[config.mk]
export PLATFORM = sky130hd
export DESIGN_NAME = trie_child_addr
export DESIGN_NICKNAME = d
export VERILOG_FILES = /design/src/rtl/trie_child_pkg.sv /design/src/rtl/trie_child_slice.sv /design/src/rtl/trie_child_scan.sv /design/src/rtl/trie_child_addr.sv
export SDC_FILE = /design/constraint.sdc
export NUM_CORES = 1
export LEC_CHECK = 0
export CAP_MARGIN = 20
export CORE_AREA = 2 2 121 123
export CTS_CLUSTER_DIAMETER = 80
export DETAILED_ROUTE_END_ITERATION = 12
export DIE_AREA = 0 0 123 125
export GPL_TIMING_DRIVEN = 0
export PLACE_DENSITY_LB_ADDON = 0.08
export SKIP_LAST_GASP = 1
export SLEW_MARGIN = 20
export SYNTH_ARGS = -nofsm -noshare
export SYNTH_HDL_FRONTEND = slang
export SYNTH_SLANG_ARGS = --single-unit
export TNS_END_PERCENT = 5
[constraint.sdc]
create_clock -name clk -period 11.1 [get_ports clk]
set_clock_uncertainty 0.15 [all_clocks]
set_input_delay 2.775 -clock clk [delete_from_list [all_inputs] [get_ports clk]]
set_output_delay 2.775 -clock clk [all_outputs]
set_load 0.01 [all_outputs]
[src/rtl/trie_child_pkg.sv]
// Shared types for the trie child address calculator.
package trie_child_pkg;
    // Which branch of the index computation applies to a request.
    typedef enum logic [1:0] {
        REG_LOW  = 2'd0,
        REG_HIGH = 2'd1,
        REG_MID  = 2'd2
    } region_e;
endpackage

[src/rtl/trie_child_slice.sv]
// Extracts the slice of key bits this node consumes.
// Assumes: a cut above IDX_W means the whole key is used.
module trie_child_slice #(
    parameter int IDX_W = 10,
    parameter int CUT_W = 4
) (
    input  logic [IDX_W-1:0] key_bits,
    input  logic [CUT_W-1:0] cut,
    output logic [IDX_W-1:0] slice
);
    logic [CUT_W-1:0] eff_cut;
    logic [IDX_W:0]   mask;

    // Clamp the cut, build a low-bit mask from it and apply the mask.
    always_comb begin
        eff_cut = (cut > CUT_W'(IDX_W)) ? CUT_W'(IDX_W) : cut;
        mask    = ((IDX_W+1)'(1) << eff_cut) - (IDX_W+1)'(1);
        slice   = key_bits & mask[IDX_W-1:0];
    end
endmodule

[src/rtl/trie_child_scan.sv]
// Finds the highest valid position whose boundary does not exceed the key.
// Assumes: cnt is already clamped to 1..N; returns 0 when nothing qualifies.
module trie_child_scan #(
    parameter int N     = 5,
    parameter int IDX_W = 10,
    parameter int CNT_W = 3
) (
    input  logic [N-1:0][IDX_W-1:0] ent,
    input  logic [CNT_W-1:0]        cnt,
    input  logic [IDX_W-1:0]        key,
    output logic [CNT_W-1:0]        pos
);
    logic [N-1:0] hit;

    genvar g;
    generate
        for (g = 0; g < N; g++) begin : g_cmp
            assign hit[g] = (CNT_W'(g) < cnt) && (ent[g] <= key);
        end
    endgenerate

    // Priority pick: the last qualifying entry wins.
    always_comb begin
        pos = '0;
        for (int i = 0; i < N; i++) begin
            if (hit[i]) pos = CNT_W'(i);
        end
    end
endmodule

[src/rtl/trie_child_addr.sv]
// Top: computes the next trie node address for one level with merged regions.
// Assumes: boundary lists ascend; the result is registered one cycle later.
module trie_child_addr #(
    parameter int ADDR_W  = 16,
    parameter int IDX_W   = 10,
    parameter int CUT_W   = 4,
    parameter int NUM_ENT = 5,
    parameter int CNT_W   = $clog2(NUM_ENT + 1)
) (
    input  logic                          clk,
    input  logic                          rst_n,
    input  logic                          in_valid,
    input  logic [IDX_W-1:0]              key_bits,
    input  logic [CUT_W-1:0]              cut,
    input  logic [ADDR_W-1:0]             base_addr,
    input  logic [NUM_ENT-1:0][IDX_W-1:0] low_idx,
    input  logic [CNT_W-1:0]              low_cnt,
    input  logic [NUM_ENT-1:0][IDX_W-1:0] high_idx,
    input  logic [CNT_W-1:0]              high_cnt,
    output logic                          out_valid,
    output logic [ADDR_W-1:0]             out_addr
);
    import trie_child_pkg::*;

    logic [IDX_W-1:0]  slice;
    logic [CNT_W-1:0]  lc, hc, lpos, hpos;
    logic [IDX_W-1:0]  low_last;
    region_e           region;
    logic [ADDR_W-1:0] index;

    // Clamp both header counts into 1..NUM_ENT.
    always_comb begin
        lc = (low_cnt == '0) ? CNT_W'(1) :
             (low_cnt > CNT_W'(NUM_ENT)) ? CNT_W'(NUM_ENT) : low_cnt;
        hc = (high_cnt == '0) ? CNT_W'(1) :
             (high_cnt > CNT_W'(NUM_ENT)) ? CNT_W'(NUM_ENT) : high_cnt;
    end

    trie_child_slice #(.IDX_W(IDX_W), .CUT_W(CUT_W)) u_slice (
        .key_bits (key_bits),
        .cut      (cut),
        .slice    (slice)
    );

    trie_child_scan #(.N(NUM_ENT), .IDX_W(IDX_W), .CNT_W(CNT_W)) u_low_scan (
        .ent (low_idx),
        .cnt (lc),
        .key (slice),
        .pos (lpos)
    );

    trie_child_scan #(.N(NUM_ENT), .IDX_W(IDX_W), .CNT_W(CNT_W)) u_high_scan (
        .ent (high_idx),
        .cnt (hc),
        .key (slice),
        .pos (hpos)
    );

    // Classify the slice; the low branch takes precedence.
    always_comb begin
        low_last = low_idx[lc - CNT_W'(1)];
        if (slice <= low_last)        region = REG_LOW;
        else if (slice >= high_idx[0]) region = REG_HIGH;
        else                           region = REG_MID;
    end

    // Form the dense child index for the chosen branch.
    always_comb begin
        unique case (region)
            REG_LOW:  index = ADDR_W'(lpos);
            REG_HIGH: index = ADDR_W'(hpos) + ADDR_W'(high_idx[0]) - ADDR_W'(low_last)
                              + ADDR_W'(lc) - ADDR_W'(1);
            default:  index = ADDR_W'(slice) - ADDR_W'(low_last)
                              + ADDR_W'(lc) - ADDR_W'(1);
        endcase
    end

    // Output register: capture the address on a request, else hold.
    always_ff @(posedge clk) begin
        if (!rst_n) begin
            out_valid <= 1'b0;
            out_addr  <= '0;
        end else begin
            out_valid <= in_valid;
            if (in_valid) out_addr <= base_addr + index;
        end
    end
endmodule

==> out/metrics.cfg <==
[placement]
gp_congestion=0.954
dp_hpwl_mm=15.5
io_buffers=152
preCtsSetupSlack_ps=-1230
placed_cell_area_um2=8330

[logic_synthesis]
synth_warnings=0
synth_top_family_by_area=adder cells
synth_ff_type=dfxtp_1
synth_adder_area_share_pct=33.7
yosys.area_share.xor_xnor_pct=5.50
synthArstFlopShare_pct=0
yosys.area_share.simple_pct=17.9
synth_mux_area_share_pct=4.06
yosysUniqueCellTypes=80
synth_enable_flop_cells=0
synth.net_count=1154
avgSynthCellArea_um2=7.74
synth_area_um2=6530
synth-seq-cells=17
seq_area_frac_synth_pct=5.21
postSynthCellCount=844
synth-compound-area-share_pct=27.3

[timing]
maxSlewHeadroom_pct=48.2
worst_pin_slew_ps=772
slew_violations=0
fmax_ghz=0.0949
hold_ws_ps=334
hold_viol_final=0
setup_viol=0
setup_ws_ps=564
finalCritPeriodShare_pct=94.9
layout_min_cycle_time_ps=10540
fin_setup_tns_ps=0

[cts]
clock_insertion_delay_worst_skew_ps=250
cts_hold_buf=0
clock-root-buffer=clkbuf_16
cts.sinks=17
cts.path.max_buffers=2
htreeDepth=1
cts_tree=yes
clk_pin_slew_ps=50
numCtsBuffers=3

[worst_hold_path]
hold_path.class=flip-flop to flip-flop

[route]
wirelength_mm=18.2
wl_per_cell_um=15.1
drt_iter0_drc=228
drc=0
ant_nets=0
vias=6547
dr.pass1.iters=4
via_per_inst=5.45

[worst_setup_path]
worstPathArrival_ps=10550
cp-end-kind=flip-flop
cp-startpoint=cut[1]
path_max_fanout=7
reg2reg_to=out_addr[12]
crit_required_ps=11120
critPathSlowestCell=fa_1
critPathCapture=out_addr[15]
cpPeakStageDelay_ps=480
cp-start-kind=primary input
critPathKind=primary input to flip-flop
cpMostUsedCell=a21o_1
rrSetupSlack_ps=10190
reg2reg_depth=2
r2r_start=out_addr[12]

[die]
dieArea_um2=15400
start_util_pct=46.0
die_y_um=125
io_pins=156
fp-row-count=44
die_w_um=123
core_um2=14200

[cells_and_area]
diodes=0
stdcell_area_um2=8690
nets=1329
synthToLayoutAreaGrowth_pct=33.1
drive_above_1_share_pct=8.55
fillCellCount=1358
post-route-util_pct=61.2

[grt]
antenna_found_initial=0
grt_util_all_layers_pct=23.4
grt_pass1_vias=6276
grt_pass1_wl_mm=29.4
grt_max_degree=13
overflow=0

[power]
ir_worst_vdd_mv=0.0828
power.leakage_uw=0.00409
power_switching_uw=799
pwr-share-comb_pct=89.7
powerDensity_nw_per_um2=185
pwr-share-seq_pct=5.9
power.clock.fraction_pct=4.4
p_int_uw=806
switching_share_pct=49.8

[flow_run]
maxCapViolCount=0

[outcome]
outcome=finished, final reports clean

[worst max-delay path, delay by kind of cell]
kind	cells	cell delay (ps)
AND/OR/NAND/NOR	8	1160
buffers and inverters	3	270
XOR/XNOR	3	490
multiplexers	1	110
adder cells (fa/ha/maj)	8	2360
AO/OA/AOI/OAI	20	3400
[how the worst min path moves through the flow]
stage,depth (start not counted),slack [ps],startpoint,to
after floorplan,2,340,out_addr[14],out_addr[14]
after global placement,2,310,out_addr[14],out_addr[14]
after detailed placement,2,320,out_addr[14],out_addr[14]
after CTS,2,330,out_addr[14],out_addr[14]
after global routing,1,360,out_addr[2],out_addr[2]
final,2,330,out_addr[14],out_addr[14]
[cells in the mapped netlist (all sizes together) (2+ instances only)]
cell / count / area (µm²)
and2: 7 / 46.3
o21bai: 13 / 97.6
nand4: 18 / 113
o41ai: 2 / 25.0
a21oi: 85 / 425
or2: 4 / 25.0
nand2: 52 / 195
nor2: 48 / 180
o32a: 2 / 32.5
xor2: 16 / 140
nor3: 15 / 91.3
nand3: 20 / 100
a21o: 42 / 317
o21ai: 40 / 204
a211o: 2 / 17.5
ha: 163 / 2040
o311ai: 2 / 25.0
inv: 85 / 319
a2111oi: 4 / 55.1
a31o: 2 / 17.5
dfxtp: 17 / 340
fa: 8 / 160
o22a: 7 / 61.3
clkinv: 2 / 7.51
nand2b: 13 / 81.3
nor4: 6 / 43.8
a31oi: 6 / 52.6
nor2b: 26 / 170
o2111ai: 2 / 17.5
a211oi: 11 / 92.6
nand3b: 4 / 30.0
o211ai: 9 / 67.6
buf: 5 / 37.5
and3: 3 / 18.8
o21a: 16 / 120
o31ai: 4 / 43.8
mux2: 2 / 22.5
clkbuf: 11 / 51.3
o31a: 3 / 26.3
mux2i: 22 / 220
xnor2: 25 / 219
o22ai: 3 / 18.8
[flip-flops by register name, indices dropped and copies added (netlist names)]
signal	cells
out_addr	16
out_valid	1
[cells in the final DEF (no fill, tap or decap), types with 16 or more instances in the layout]
master | synthesis | final
nor2_1 | 48 | 46
a21o_1 | 41 | 41
ha_1 | 163 | 161
mux2i_1 | 22 | 22
nand3_1 | 20 | 20
buf_4 | 1 | 18
nand4_1 | 18 | 18
a21oi_1 | 85 | 81
inv_1 | 85 | 85
o21ai_0 | 35 | 28
clkdlybuf4s50_1 | 0 | 149
o21a_1 | 16 | 16
nor2b_1 | 25 | 25
xnor2_1 | 25 | 25
nand2_1 | 52 | 50
dfxtp_1 | 17 | 17
[logic make-up (layout without fill, tap and decap cells)]
family	count (synthesis)	in the layout
DFF	17	17
adders and majority gates	171	171
muxes	25	25
buffers and inverters	103	277
AOI/OAI and AO/OA	262	262
and+or+nand+nor	225	225
xor gates and xnor gates	41	41
[stage by stage]
stage	std cells	total power, µW
2_1_floorplan	844	1140
3_3_place_gp	1180	1450
3_5_place_dp	1183	1460
4_1_cts	1190	1570
5_1_grt	1202	1800
6_report	1202	1600
[power groups by stage]
stage          Clock, µW  Combinational, µW  Sequential, µW
2_1_floorplan          0               1040             105
3_3_place_gp           0               1350            95.3
3_5_place_dp           0               1370            95.9
4_1_cts             71.8               1410            95.0
5_1_grt             75.2               1620            96.9
6_report            70.8               1440            94.5
[repair_timing]
item / CTS / global route
setup endpoints to repair: 7 / 6
gates resized for setup: 22 / 35
pin swaps: 5 / 10
hold endpoints to repair: 0 / 0
buffers inserted: 3 / 12
[layer usage]
metal / global-route usage [%] / part of all wire [%] / vias to the layer above
li1: - / - / 3442
met1: 31.0 / 47 / 2944
met2: 40.5 / 46 / 136
met3: 2.33 / 4.5 / 25
met4: 5.55 / 2.2 / 0
met5: 0 / 0 / -
[final cells by class]
type                            count  area [µm²]  area share [%]
Multi-Input combinational cell    724        5950            68.4
Timing Repair Buffer              170        1670            19.2
Sequential cell                    17         340            3.91
Inverter                           87         327            3.76
Tap cell                          184         230            2.65
Buffer                             16         103            1.18
Clock buffer                        4        78.8           0.907
Power figures use the tool's default switching activity.
